[src/rtl/spi_latch_pkg.sv]
package spi_latch_pkg;
  localparam int unsigned DEF_NCH = 8;
  localparam int unsigned DEF_SYNC = 2;
  // positions inside the synchronized pin bundle
  localparam int unsigned PIN_SCLK = 0;
  localparam int unsigned PIN_CS = 1;
  localparam int unsigned PIN_DIN = 2;
  localparam int unsigned PIN_W = 3;
endpackage

[src/rtl/sync_bank.sv]
module sync_bank #(
  parameter int unsigned W = 3,
  parameter int unsigned STAGES = 2,
  parameter logic [W-1:0] RST = '0
) (
  input  logic         clk_i,
  input  logic         rst_ni,
  input  logic [W-1:0] d_i,
  output logic [W-1:0] q_o
);
  logic [W-1:0] st [STAGES];

  for (genvar g = 0; g < STAGES; g++) begin : g_stage
    if (g == 0) begin : g_first
      always_ff @(posedge clk_i or negedge rst_ni)
        if (!rst_ni) st[g] <= RST;
        else st[g] <= d_i;
    end else begin : g_next
      always_ff @(posedge clk_i or negedge rst_ni)
        if (!rst_ni) st[g] <= RST;
        else st[g] <= st[g-1];
    end
  end

  assign q_o = st[STAGES-1];
endmodule

[src/rtl/frame_shifter.sv]
module frame_shifter #(
  parameter int unsigned NCH = 8
) (
  input  logic           clk_i,
  input  logic           rst_ni,
  input  logic           load_i,
  input  logic [NCH-1:0] load_val_i,
  input  logic           shift_i,
  input  logic           bit_i,
  output logic [NCH-1:0] sr_o
);
  logic [NCH-1:0] sr_q;

  // load wins over shift when both land in one cycle
  always_ff @(posedge clk_i or negedge rst_ni)
    if (!rst_ni) sr_q <= '0;
    else if (load_i) sr_q <= load_val_i;
    else if (shift_i) sr_q <= {sr_q[NCH-2:0], bit_i};

  assign sr_o = sr_q;
endmodule

[src/rtl/spi_out_latch.sv]
module spi_out_latch #(
  parameter int unsigned NCH = spi_latch_pkg::DEF_NCH,
  parameter int unsigned SYNC_STAGES = spi_latch_pkg::DEF_SYNC
) (
  input  logic           clk_i,
  input  logic           rst_ni,
  input  logic           sclk_i,
  input  logic           cs_n_i,
  input  logic           din_i,
  output logic           dout_o,
  input  logic [NCH-1:0] fault_i,
  output logic [NCH-1:0] ctrl_o,
  output logic           clr_o
);
  import spi_latch_pkg::*;

  localparam logic [PIN_W-1:0] PIN_RST = PIN_W'(1) << PIN_CS;

  logic [PIN_W-1:0] pins_s;
  logic sclk_s, cs_s, din_s;
  logic sclk_d, cs_d;
  logic cs_fall, cs_rise, sclk_rise, sclk_fall;
  logic [NCH-1:0] sr, status, ctrl_q;
  logic dout_q, clr_q;

  sync_bank #(.W(PIN_W), .STAGES(SYNC_STAGES), .RST(PIN_RST)) u_sync (
    .clk_i (clk_i),
    .rst_ni(rst_ni),
    .d_i   ({din_i, cs_n_i, sclk_i}),
    .q_o   (pins_s)
  );

  assign sclk_s = pins_s[PIN_SCLK];
  assign cs_s   = pins_s[PIN_CS];
  assign din_s  = pins_s[PIN_DIN];

  always_ff @(posedge clk_i or negedge rst_ni)
    if (!rst_ni) begin
      sclk_d <= 1'b0;
      cs_d   <= 1'b1;
    end else begin
      sclk_d <= sclk_s;
      cs_d   <= cs_s;
    end

  assign cs_fall   = cs_d & ~cs_s;
  assign cs_rise   = ~cs_d & cs_s;
  assign sclk_rise = sclk_s & ~sclk_d & ~cs_s & ~cs_fall;
  assign sclk_fall = ~sclk_s & sclk_d & ~cs_s & ~cs_fall;

  // healthy channel echoes its command, faulted one returns the inverse
  assign status = ctrl_q ^ fault_i;

  frame_shifter #(.NCH(NCH)) u_shift (
    .clk_i     (clk_i),
    .rst_ni    (rst_ni),
    .load_i    (cs_fall),
    .load_val_i(status),
    .shift_i   (sclk_rise),
    .bit_i     (din_s),
    .sr_o      (sr)
  );

  always_ff @(posedge clk_i or negedge rst_ni)
    if (!rst_ni) begin
      ctrl_q <= '0;
      clr_q  <= 1'b0;
    end else begin
      clr_q <= cs_rise;
      if (cs_rise) ctrl_q <= sr;
    end

  always_ff @(posedge clk_i or negedge rst_ni)
    if (!rst_ni) dout_q <= 1'b0;
    else if (cs_fall) dout_q <= status[NCH-1];
    else if (cs_s || sclk_fall) dout_q <= sr[NCH-1];

  assign ctrl_o = ctrl_q;
  assign clr_o  = clr_q;
  assign dout_o = dout_q;
endmodule

[config.mk]
export PLATFORM = sky130hd
export DESIGN_NAME = spi_out_latch
export DESIGN_NICKNAME = d
export VERILOG_FILES = /design/src/rtl/spi_latch_pkg.sv /design/src/rtl/sync_bank.sv /design/src/rtl/frame_shifter.sv /design/src/rtl/spi_out_latch.sv
export SDC_FILE = /design/constraint.sdc
export NUM_CORES = 1
export LEC_CHECK = 0
export CAP_MARGIN = 20
export CORE_ASPECT_RATIO = 0.8
export CORE_MARGIN = 2
export CORE_UTILIZATION = 25
export CTS_CLUSTER_SIZE = 25
export DETAILED_ROUTE_END_ITERATION = 16
export GPL_ROUTABILITY_DRIVEN = 1
export PLACE_DENSITY = 0.5
export REMOVE_ABC_BUFFERS = 1
export SETUP_SLACK_MARGIN = 0.2
export SYNTH_ARGS = -nofsm -noshare
export SYNTH_HDL_FRONTEND = slang
export SYNTH_SLANG_ARGS = --single-unit
[constraint.sdc]
create_clock -name clk_i -period 3.4 [get_ports clk_i]
set_clock_uncertainty 0.15 [all_clocks]
set_input_delay 0.51 -clock clk_i [delete_from_list [all_inputs] [get_ports clk_i]]
set_output_delay 0.51 -clock clk_i [all_outputs]
set_load 0.01 [all_outputs]
### Word level (Yosys, flattened, before mapping)

Cells that the tools add are included.

| word-level totals | value |
|---|---|
| register bits after elaboration | 26 |
| input bits | 13 |
| output and inout port bits | 10 |
| word-level logic and storage cells | 29 |

| cells by class | value |
|---|---|
| multiplexer cells | 4 |
| bitwise logic cells | 14 |
| reductions and logical operators | 3 |

Operators with widths:

| operator | count |
|---|---|
| 8-bit two-way mux | 2 |
| 1-bit bitwise AND | 8 |
| 8-bit bitwise XOR | 1 |
| 1-bit inverter | 5 |
| 2-bit nonzero test | 2 |
| 1-bit two-way mux | 2 |
| 1-bit logical OR | 1 |

### Depth between registers and ports, before layout

Gate-level depths: netlist of the first run.

| depth | value |
|---|---|
| word-level depth | 7 |
| gate-level depth with buffers | 4 |
| depth with buffers taken out | 3 |

### By module

From an unflattened synthesis of the first run, not the netlist that was laid out.

| unflattened totals | value |
|---|---|
| cell total of the unflattened synthesis | 82 |
| area total of the unflattened synthesis | 1078.5 sq um |

Modules (own cells, without submodules):

| module | instances | cells each | area each (sq um) |
|---|---|---|---|
| spi_out_latch | 1 | 39 | 530.5 |
| frame_shifter | 1 | 34 | 372.9 |
| sync_bank | 1 | 9 | 175.2 |

### Least setup slack after synthesis of the first run

Ideal clock, no wire load.

| timing path | value |
|---|---|
| kind | reg-to-reg |
| from | register u_sync.st, in the netlist u_sync.q_o[1] |
| to | register dout_q, in the netlist dout_o |
| setup time | 0.125 ns |
| data arrival time | 1.270 ns |
| setup slack | 1.855 ns |
| stages on the path, launching flop included | 4 |
| path buffers | 0 |
| cell sequence | dfstp_2 nand2b_4 mux2_2 mux2_2 |

| on the way | value |
|---|---|
| word-level cells in the longest chain between the ends | 6 |
| elaborated cells between the ends (all ways) | 8 |
| classes of those cells | mux: 1; bitwise: 5; reduce/logical: 2 |

RTL lines:

| item | line | RTL |
|---|---|---|
| start: declaration | sync_bank.sv:11 | `logic [W-1:0] st [STAGES];` |
| start signal: indexed assignment | sync_bank.sv:21 | `else st[g] <= st[g-1];` |
| 1-bit inverter | spi_out_latch.sv:46, spi_out_latch.sv:49 |  |
| 1-bit bitwise AND | spi_out_latch.sv:46 | `assign cs_fall = cs_d & ~cs_s;` |
| 1-bit inverter | spi_out_latch.sv:49 | `assign sclk_fall = ~sclk_s & sclk_d & ~cs_s & ~cs_fall;` |
| 1-bit bitwise AND | spi_out_latch.sv:49 |  |
| 1-bit logical OR | spi_out_latch.sv:76 | `else if (cs_s \|\| sclk_fall) dout_q <= sr[NCH-1];` |
| 2-bit nonzero test (no line) | n/a |  |
| end signal: assignment | spi_out_latch.sv:75 | `else if (cs_fall) dout_q <= status[NCH-1];` |
| end signal: assignment | spi_out_latch.sv:76 |  |
| end: declaration | spi_out_latch.sv:24 | `logic dout_q, clr_q;` |

Several ways; a longest one is shown, not always the timed one.
A chain may end at the register's enable or synchronous reset.

### Worst setup path after layout of the first run

| timing path | value |
|---|---|
| from | register ctrl_q[6], in the netlist ctrl_o[6] |
| to | output port ctrl_o[6] |

RTL lines:

| item | line | RTL |
|---|---|---|
| start: declaration | spi_out_latch.sv:23 | `logic [NCH-1:0] sr, status, ctrl_q;` |
| start signal: assignment | spi_out_latch.sv:70 | `if (cs_rise) ctrl_q <= sr;` |
| end: declaration | spi_out_latch.sv:12 | `output logic [NCH-1:0] ctrl_o,` |

No word-level cell between the ends.

==> results.py, run 1 <==
metrics = {
    "global_route": {
        "grt-ovfl-total": 0,
        "grt_start_max_net_pins": 27,
        "grt_pass1_wl_mm": 3.24,
        "track_usage_pct": 8.72,
        "antenna_found_initial": 0,
        "grt_pass1_vias": 653,
    },
    "placed_design": {
        "place_congestion": 0.711,
        "dp_slack_ns": 1.50,
        "port_buffers": 22,
        "detailed_place_hpwl_mm": 1.33,
    },
    "logic_synthesis": {
        "yosys.cell_types.count": 22,
        "yosys-top-cells-count": "dfrtp_1 (23), mux2_2 (10)",
        "yosys.area.top_type": "dfrtp_1",
        "ys.flop_type": "dfrtp_1",
        "async_reset_ff_share_pct": 100,
        "synthCells": 80,
        "syn_area_per_cell_um2": 13.4,
        "yosys_warnings": 0,
        "netlist_area_um2": 1070,
        "synth_edf_count": 0,
        "synth_top_area_share_pct": 53.6,
        "yosysMostFrequentCell": "dfrtp_1",
        "synthTopCellsByArea": "dfrtp_1 (54%), mux2_2 (10%), dfstp_2 (7.3%)",
        "ys_ff_latch": 26,
        "synth.yosys.seq_area_share_pct": 61.0,
    },
    "timing": {
        "setup_viol": 0,
        "max_freq_mhz": 531,
        "max_slew_margin_pct": 53.2,
        "hold_ws_ns": 0.207,
        "hold_viol": 0,
        "final.setup.tns_ns": 0,
        "period_needed_ns": 1.88,
        "setup_slack_ns": 1.52,
        "rsz0062_at_grt": "false",
        "fin_crit_sh_pct": 55.3,
        "finalMaxSlewViolations": 0,
        "tightest_slew_ns": 0.699,
    },
    "power_and_ir_drop": {
        "p_clk_share_pct": 25.0,
        "totalPowerFinal_mw": 1.01,
        "cellLeakagePower_nw": 0.582,
        "pwr_density_cell_nw_per_um2": 704,
        "power_frac_seq_pct": 46.6,
        "pwr-share-comb_pct": 28.4,
        "internal-power_mw": 0.736,
        "p_sw_share_pct": 26.9,
        "p_sw_mw": 0.271,
        "peakVddDrop_v": 0.000429,
    },
    "critical_path": {
        "cp_slowest_cell": "clkdlybuf4s50_1",
        "crit_arrival_ns": 1.22,
        "required_ns": 2.74,
        "timing.setup.critical_path_class": "register to output port",
        "cp-end-kind": "output port",
        "path_cells": "clkdlybuf4s50_1",
        "critPathTopFamily": "buffers and inverters",
        "startpoint_type": "register",
        "max_stage_delay_ns": 0.56,
        "cp_num_buf_inv": 1,
        "cp_max_fo": 3,
    },
    "floorplanning": {
        "die_area_um2": 4840,
        "initial_core_util_pct": 25.9,
        "die_w_um": 77.3,
        "die_h_um": 62.6,
        "core-area_um2": 4150,
        "io_pins": 23,
        "rows": 21,
    },
    "clock_tree": {
        "cts.root.buffer_cell": "clkbuf_8",
        "cts_tree": "done",
        "cts_buffer_depth": 2,
        "clkLatencyLatePin_ns": 0.27,
        "cts_made_buffers": 3,
        "cts_sinks": 26,
        "h-tree-depth": 1,
        "ctsResizeCount": 0,
        "postCtsHoldBufs": 0,
        "clkTransAtPathRegs_ns": 0.09,
        "post-cts-setup-buffer-count": 0,
    },
    "cells_and_area": {
        "drive_gt1_share_pct": 19.0,
        "syn_to_final_growth_pct": 33.3,
        "nNetsFinal": 119,
        "insertedDiodeCount": 0,
    },
    "route": {
        "avgRoutedWirePerCell_um": 11.6,
        "ant_nets": 0,
        "drt-pass1-iter-count": 4,
        "vias": 648,
        "drt_iter0_markers": 19,
        "route.detailed.drc": 0,
        "viasPerCell": 4.00,
        "drt_wl_total_mm": 1.89,
    },
    "job": {
        "cap_violations": 0,
    },
    "worst_hold_path": {
        "min_path_type": "register to register",
    },
    "outcome": {
        "status": "finished clean",
    },
}
==> flip-flops by register name, indices dropped and copies added (netlist names) <==
| signal | cells |
|---|---|
| cs_d | 1 |
| u_sync.st | 3 |
| u_sync.q_o | 3 |
| sclk_d | 1 |
| dout_o | 1 |
| clr_o | 1 |
| ctrl_o | 8 |
| u_shift.sr_o | 8 |
==> per-layer routing <==
layer | GRT usage [%] | wire (um)
met2 | 11.8 | 729
met1 | 12.8 | 1030
met5 | 0 | 0
met4 | 2.01 | 16
met3 | 3.61 | 109
==> cells in the final DEF, fill, tap and decap left out, types with 2 or more instances in the layout <==
cell type / netlist / final
dfrtp_1: 23 / 23
mux2i_1: 6 / 6
clkbuf_8: 0 / 3
dfstp_2: 3 / 3
a21oi_1: 6 / 6
mux2_2: 10 / 10
xnor2_1: 2 / 2
inv_1: 4 / 4
nor2_1: 6 / 6
clkdlybuf4s50_1: 0 / 22
nand2_1: 2 / 2
xor2_1: 6 / 6
==> metrics by stage <==
stage                     cell area [um2]  utilization [%]  instances
final                                1430             34.5        162
after global routing                 1430             34.5        162
after CTS                            1430             34.5        162
after detailed placement             1360             32.8        158
after global placement               1360             32.8        158
after floorplan                      1060                -         78
==> power groups by stage <==
stage | Sequential [mW] | Clock [mW] | Combinational, mW
after floorplan | 0.484 | 0 | 0.129
after global placement | 0.475 | 0 | 0.286
after detailed placement | 0.479 | 0 | 0.288
after CTS | 0.473 | 0.261 | 0.292
after global routing | 0.484 | 0.274 | 0.311
final | 0.469 | 0.252 | 0.286
==> area by class of cell <==
class | count | area (um2)
inverter | 4 | 15.0
clock inverter | 1 | 30.0
fill | 433 | 2720
multi-input combinational | 48 | 392
clock buffer | 3 | 41.3
sequential | 26 | 654
tap | 57 | 71.3
timing repair buffer | 23 | 228
==> cell families (layout without fill, tap and decap cells) <==
group	Yosys count	count (layout)	share of synthesized area [%]
and+or+nand+nor	13	13	7.58
xor gates and xnor gates	8	8	6.53
DFF	26	26	61.0
buffers and inverters	6	31	2.56
AOI/OAI and AO/OA	11	11	6.29
muxes	16	16	16.1
==> worst paths after layout <==
kind | from | endpoint | slack, ns | depth (start not counted)
worst max register to register | u_sync.q_o[0] | u_shift.sr_o[0] | 1.60 | 3
worst max-delay path | ctrl_o[6] | ctrl_o[6] | 1.52 | 1
worst min register to register | u_sync.st[3] | u_sync.q_o[0] | 0.21 | 0
max in group asynchronous | rst_ni | u_sync.st[4] | 2.36 | 2
min in group asynchronous | rst_ni | ctrl_o[4] | 0.44 | 2
worst min-delay path | u_sync.st[3] | u_sync.q_o[0] | 0.21 | 0
Power figures use the tool's default switching activity.
==> inputs of run 2 (changes only) <==
--- a/config.mk
+++ b/config.mk
@@ -12,7 +12,7 @@
 export CTS_CLUSTER_SIZE = 25
 export DETAILED_ROUTE_END_ITERATION = 16
 export GPL_ROUTABILITY_DRIVEN = 1
-export PLACE_DENSITY = 0.5
+export PLACE_DENSITY = 0.52
 export REMOVE_ABC_BUFFERS = 1
 export SETUP_SLACK_MARGIN = 0.2
 export SYNTH_ARGS = -nofsm -noshare
==> constraint.sdc (replaced) <==
create_clock -name clk_i -period 1.61 [get_ports clk_i]
set_clock_uncertainty 0.15 [all_clocks]
set_input_delay 0.2415 -clock clk_i [delete_from_list [all_inputs] [get_ports clk_i]]
set_output_delay 0.2415 -clock clk_i [all_outputs]
set_load 0.01 [all_outputs]
==> run 2 against run 1 <==
  * Sequential share of layout area fell by 3.8 points
  * Worst setup slack got worse by 1.4 ns
  * Non-clock buffer count rose by 13
  * Clock power rose by 64%
  * Clock-buffer cell count rose by 1
  * Global-route usage rose by 0.55 points
  * Combinational power rose by 120%
  * Largest power group unchanged
  * Highest routed layer unchanged
==> results.py, run 2 (synthesized netlist as in run 1, its figures left out) <==
metrics = {
    "outcome": {
        "status": "finished clean",
    },
    "cells_and_area": {
        "nNetsFinal": 132,
        "drive_gt1_share_pct": 29.7,
        "syn_to_final_growth_pct": 45.5,
        "stdcell_area_um2": 1560,
        "final_cell_mix": "dfrtp_1 (23), clkdlybuf4s50_1 (12), dlygate4sd2_1 (10)",
        "insertedDiodeCount": 0,
        "final_common_cell": "dfrtp_1",
        "instances_no_fill": 175,
    },
    "route": {
        "ant_nets": 0,
        "route.detailed.drc": 0,
        "viasPerCell": 4.02,
        "avgRoutedWirePerCell_um": 11.2,
        "drt_iter0_markers": 29,
        "vias": 704,
        "drt_wl_total_mm": 1.97,
        "drt-pass1-iter-count": 4,
    },
    "global_route": {
        "grt_start_max_net_pins": 27,
        "track_usage_pct": 9.27,
        "grt_pass1_wl_mm": 3.51,
        "grt-ovfl-total": 0,
        "grt_pass1_vias": 740,
        "antenna_found_initial": 0,
    },
    "timing": {
        "rsz0062_at_grt": "true",
        "hold_ws_ns": 0.180,
        "period_needed_ns": 1.49,
        "tightest_slew_ns": 0.330,
        "fin_crit_sh_pct": 92.8,
        "setup_viol": 0,
        "hold_viol": 0,
        "max_freq_mhz": 670,
        "max_slew_margin_pct": 78.0,
        "finalMaxSlewViolations": 0,
    },
    "clock_tree": {
        "h-tree-depth": 1,
        "postCtsHoldBufs": 0,
        "cts_tree": "done",
        "cts_buffer_depth": 2,
        "clkTransAtPathRegs_ns": 0.09,
        "clkLatencyLatePin_ns": 0.27,
        "cts_made_buffers": 3,
        "cts_sinks": 26,
        "cts.root.buffer_cell": "clkbuf_8",
    },
    "critical_path": {
        "timing.setup.critical_path_class": "register to register",
        "worstReg2RegStart": "u_sync.q_o[1]",
        "r2r_cells": 3,
        "cp_max_fo": 3,
        "critPathLaunch": "u_sync.q_o[1]",
        "rrSetupSlack_ns": 0.12,
        "startpoint_type": "register",
        "crit_arrival_ns": 1.51,
        "required_ns": 1.62,
        "cp-end-kind": "register",
        "regToRegEndpoint": "dout_o",
    },
    "floorplanning": {
        "rows": 21,
        "core-area_um2": 4150,
        "die_h_um": 62.6,
        "initial_core_util_pct": 25.9,
        "die_w_um": 77.3,
        "io_pins": 23,
        "die_area_um2": 4840,
    },
    "power_and_ir_drop": {
        "p_clk_share_pct": 20.4,
        "power_frac_seq_pct": 49.1,
        "p_sw_mw": 0.580,
        "internal-power_mw": 1.45,
        "peakVddDrop_v": 0.000541,
        "cellLeakagePower_nw": 0.702,
        "pwr_density_cell_nw_per_um2": 1300,
        "p_sw_share_pct": 28.6,
        "pwr-share-comb_pct": 30.5,
    },
    "job": {
        "cap_violations": 0,
    },
    "worst_hold_path": {
        "min_path_type": "input pin to asynchronous set/reset pin",
    },
    "placed_design": {
        "detailed_place_hpwl_mm": 1.34,
        "place_congestion": 0.712,
        "port_buffers": 22,
        "place_area_um2": 1410,
        "dpl.cell_count": 164,
    },
}
## run 2: cell types whose count changed in the layout (fill, tap and decap cells not counted), sizes merged
cell	before	now
bufinv	1	0
clkbuf	3	4
dlygate4sd2	0	10
clkdlybuf4s50	22	12
buf	1	14
## run 2: metrics by stage
step	util [%]	worst slack [ns]	setup TNS [ns]	total power, mW
after global routing	37.6	0.0608	0	2.18
final	37.6	0.117	0	2.03
after detailed placement	33.8	-0.0172	-0.0172	1.62
after global placement	33.8	-0.00990	-0.00990	1.61
after CTS	37.2	0.124	0	2.06
after floorplan	-	-0.0273	-0.0273	1.29
## run 2: repair_timing
| item | in CTS | in global routing |
|---|---|---|
| setup endpoints to repair | 24 | 18 |
| pin swaps | 2 | 3 |
| gates resized for setup | 27 | 1 |
| buffers inserted | 5 | 2 |
## run 2: worst max-delay path by stage
stage	slack (ns)	depth (start not counted)	to
after detailed placement	-0.02	4	dout_o
final	0.12	3	dout_o
after global routing	0.06	5	u_shift.sr_o[6]
after floorplan	-0.03	3	u_shift.sr_o[0]
after global placement	-0.01	4	dout_o
after CTS	0.12	3	dout_o
## run 2: critical path, cell delays in order, from the launching register on
cell and delay [ns]:
dfstp_2 0.56, nand2b_4 0.14, mux2_4 0.29, mux2_2 0.25
## run 2: final cells by class
class	instances	area [um2]
Fill cell	442	2590
Sequential cell	26	654
Multi-Input combinational cell	48	434
Timing Repair Buffer	36	332
Tap cell	57	71.3
Clock buffer	4	55.1
Inverter	4	15.0
## run 2: metal layers
layer | track usage (%) | vias up | routed length (um)
li1 | - | 350 | -
met1 | 13.9 | 334 | 1030
met2 | 12.5 | 18 | 805
met5 | 0 | - | 0
met4 | 2.68 | 0 | 18
met3 | 3.18 | 2 | 116
## run 2: power by group through the flow
stage / Combinational (mW) / Clock [mW] / Sequential, mW
2_1_floorplan: 0.272 / 0 / 1.02
3_3_place_gp: 0.613 / 0 / 1.00
3_5_place_dp: 0.612 / 0 / 1.01
4_1_cts: 0.625 / 0.434 / 1.00
5_1_grt: 0.683 / 0.460 / 1.03
6_report: 0.618 / 0.414 / 0.997
==> inputs of run 3 (changes only) <==
--- a/config.mk
+++ b/config.mk
@@ -9,6 +9,7 @@
 export CORE_ASPECT_RATIO = 0.8
 export CORE_MARGIN = 2
 export CORE_UTILIZATION = 25
+export CTS_BUF_LIST = sky130_fd_sc_hd__clkbuf_8
 export CTS_CLUSTER_SIZE = 25
 export DETAILED_ROUTE_END_ITERATION = 16
 export GPL_ROUTABILITY_DRIVEN = 1
==> constraint.sdc (replaced) <==
create_clock -name clk_i -period 1.61 [get_ports clk_i]
set_clock_uncertainty 0.15 [all_clocks]
set_input_delay 0.2415 -clock clk_i [delete_from_list [all_inputs] [get_ports clk_i]]
set_output_delay 0.2415 -clock clk_i [all_outputs]
set_load 0.02 [all_outputs]
==> run 3 against run 2 <==
  * Sequential cell count unchanged
  * Highest routed layer unchanged
  * Cell area fell by 0.96%
  * Cell count did not move
==> results.py, run 3 (synthesized netlist as in run 1, its figures left out) <==
metrics = {
    "route": {
        "drt-pass1-iter-count": 4,
        "route.detailed.drc": 0,
        "drt_iter0_markers": 30,
        "drt_wl_total_mm": 1.96,
        "avgRoutedWirePerCell_um": 11.2,
        "viasPerCell": 4.03,
        "vias": 705,
        "ant_nets": 0,
    },
    "critical_path": {
        "startpoint_type": "register",
        "path_cells": "nand2b_4, mux2_4, mux2_2",
        "timing.setup.critical_path_class": "register to register",
        "crit_arrival_ns": 1.51,
        "cp_max_fo": 3,
        "cp_slowest_cell": "dfstp_2",
        "required_ns": 1.62,
        "cp-end-kind": "register",
        "max_stage_delay_ns": 0.56,
    },
    "clock_tree": {
        "clkTransAtPathRegs_ns": 0.09,
        "h-tree-depth": 1,
        "cts_sinks": 26,
        "postCtsHoldBufs": 0,
        "cts_made_buffers": 3,
        "cts_buffer_depth": 2,
        "cts_tree": "done",
        "cts.root.buffer_cell": "clkbuf_8",
        "clkLatencyLatePin_ns": 0.27,
    },
    "global_route": {
        "track_usage_pct": 9.27,
        "grt_start_max_net_pins": 27,
        "grt_pass1_wl_mm": 3.51,
        "grt-ovfl-total": 0,
        "grt_pass1_vias": 740,
        "antenna_found_initial": 0,
    },
    "cells_and_area": {
        "drive_gt1_share_pct": 33.9,
        "register_area_um2": 654,
        "syn_to_final_growth_pct": 44.1,
        "nNetsFinal": 132,
        "final_common_cell": "dfrtp_1",
        "final_cell_mix": "dfrtp_1 (23), clkdlybuf4s50_1 (12), mux2_4 (9), buf_4 (9)",
        "fillCellCount": 442,
        "multi_input_area_um2": 434,
        "stdcell_area_um2": 1550,
        "insertedDiodeCount": 0,
        "utilization_pct": 37.3,
        "instances_no_fill": 175,
    },
    "timing": {
        "tightest_slew_ns": 0.330,
        "hold_ws_ns": 0.179,
        "setup_slack_ns": 0.117,
        "period_needed_ns": 1.49,
        "max_slew_margin_pct": 78.0,
        "fin_crit_sh_pct": 92.7,
        "max_freq_mhz": 670,
        "finalMaxSlewViolations": 0,
        "setup_viol": 0,
        "rsz0062_at_grt": "true",
        "final.setup.tns_ns": 0,
        "hold_viol": 0,
    },
    "floorplanning": {
        "die_area_um2": 4840,
        "rows": 21,
        "core-area_um2": 4150,
        "die_h_um": 62.6,
        "initial_core_util_pct": 25.9,
        "die_w_um": 77.3,
        "io_pins": 23,
    },
    "power_and_ir_drop": {
        "peakVddDrop_v": 0.000556,
        "totalPowerFinal_mw": 2.10,
        "pwr_density_cell_nw_per_um2": 1360,
        "cellLeakagePower_nw": 0.697,
    },
    "placed_design": {
        "dpl.cell_count": 164,
        "detailed_place_hpwl_mm": 1.34,
        "port_buffers": 22,
        "place_area_um2": 1410,
        "dp_slack_ns": -0.0172,
        "place_congestion": 0.712,
    },
    "job": {
        "cap_violations": 0,
    },
    "outcome": {
        "status": "finished clean",
    },
    "worst_hold_path": {
        "min_path_type": "input pin to asynchronous set/reset pin",
    },
}
run 3: where the power goes:
part	switching (mW)	internal [mW]	total (mW)
Clock	0.196	0.218	0.415
Sequential	0.162	0.839	1.00
Combinational	0.303	0.384	0.688
Total	0.662	1.44	2.10
run 3: cell type report:
class / instances / share of cell area [%]
clock buffers: 4 / 3.56
inverters: 4 / 0.971
multi-input cells: 48 / 28.1
flip-flops and latches: 26 / 42.3
well taps: 57 / 4.61
repair buffers: 36 / 20.5
run 3: path summary, 6_finish.rpt:
| check | from | endpoint | slack [ns] | depth (start not counted) |
|---|---|---|---|---|
| max in group asynchronous | rst_ni | u_sync.q_o[1] | 0.83 | 2 |
| min in group clk_i | u_sync.st[3] | u_sync.q_o[0] | 0.21 | 0 |
| worst min-delay path | rst_ni | u_sync.st[5] | 0.18 | 2 |
| worst max-delay path | u_sync.q_o[1] | dout_o | 0.12 | 3 |
| worst max register to register | u_sync.q_o[1] | dout_o | 0.12 | 3 |
| worst min register to register | u_sync.st[3] | u_sync.q_o[0] | 0.21 | 0 |
run 3: layer usage:
metal  global-route usage [%]  wire length (um)  up-vias
met4                     2.68                18        0
li1                         -                 -      349
met5                        0                 0        -
met3                     3.18               110        2
met2                     12.5               808       18
met1                     13.9              1030      336
run 3: repair_timing:
item | 4_1_cts | 5_1_grt
pin swaps | 2 | 3
setup buffers | 5 | 2
endpoints found under the setup margin | 24 | 25
gates resized for setup | 27 | 14
run 3: critical path, delay by kind of cell, from the launching register on:
family	cells	cell delay, ns
flip-flops	1	0.56
multiplexers	2	0.54
AND/OR/NAND/NOR	1	0.14
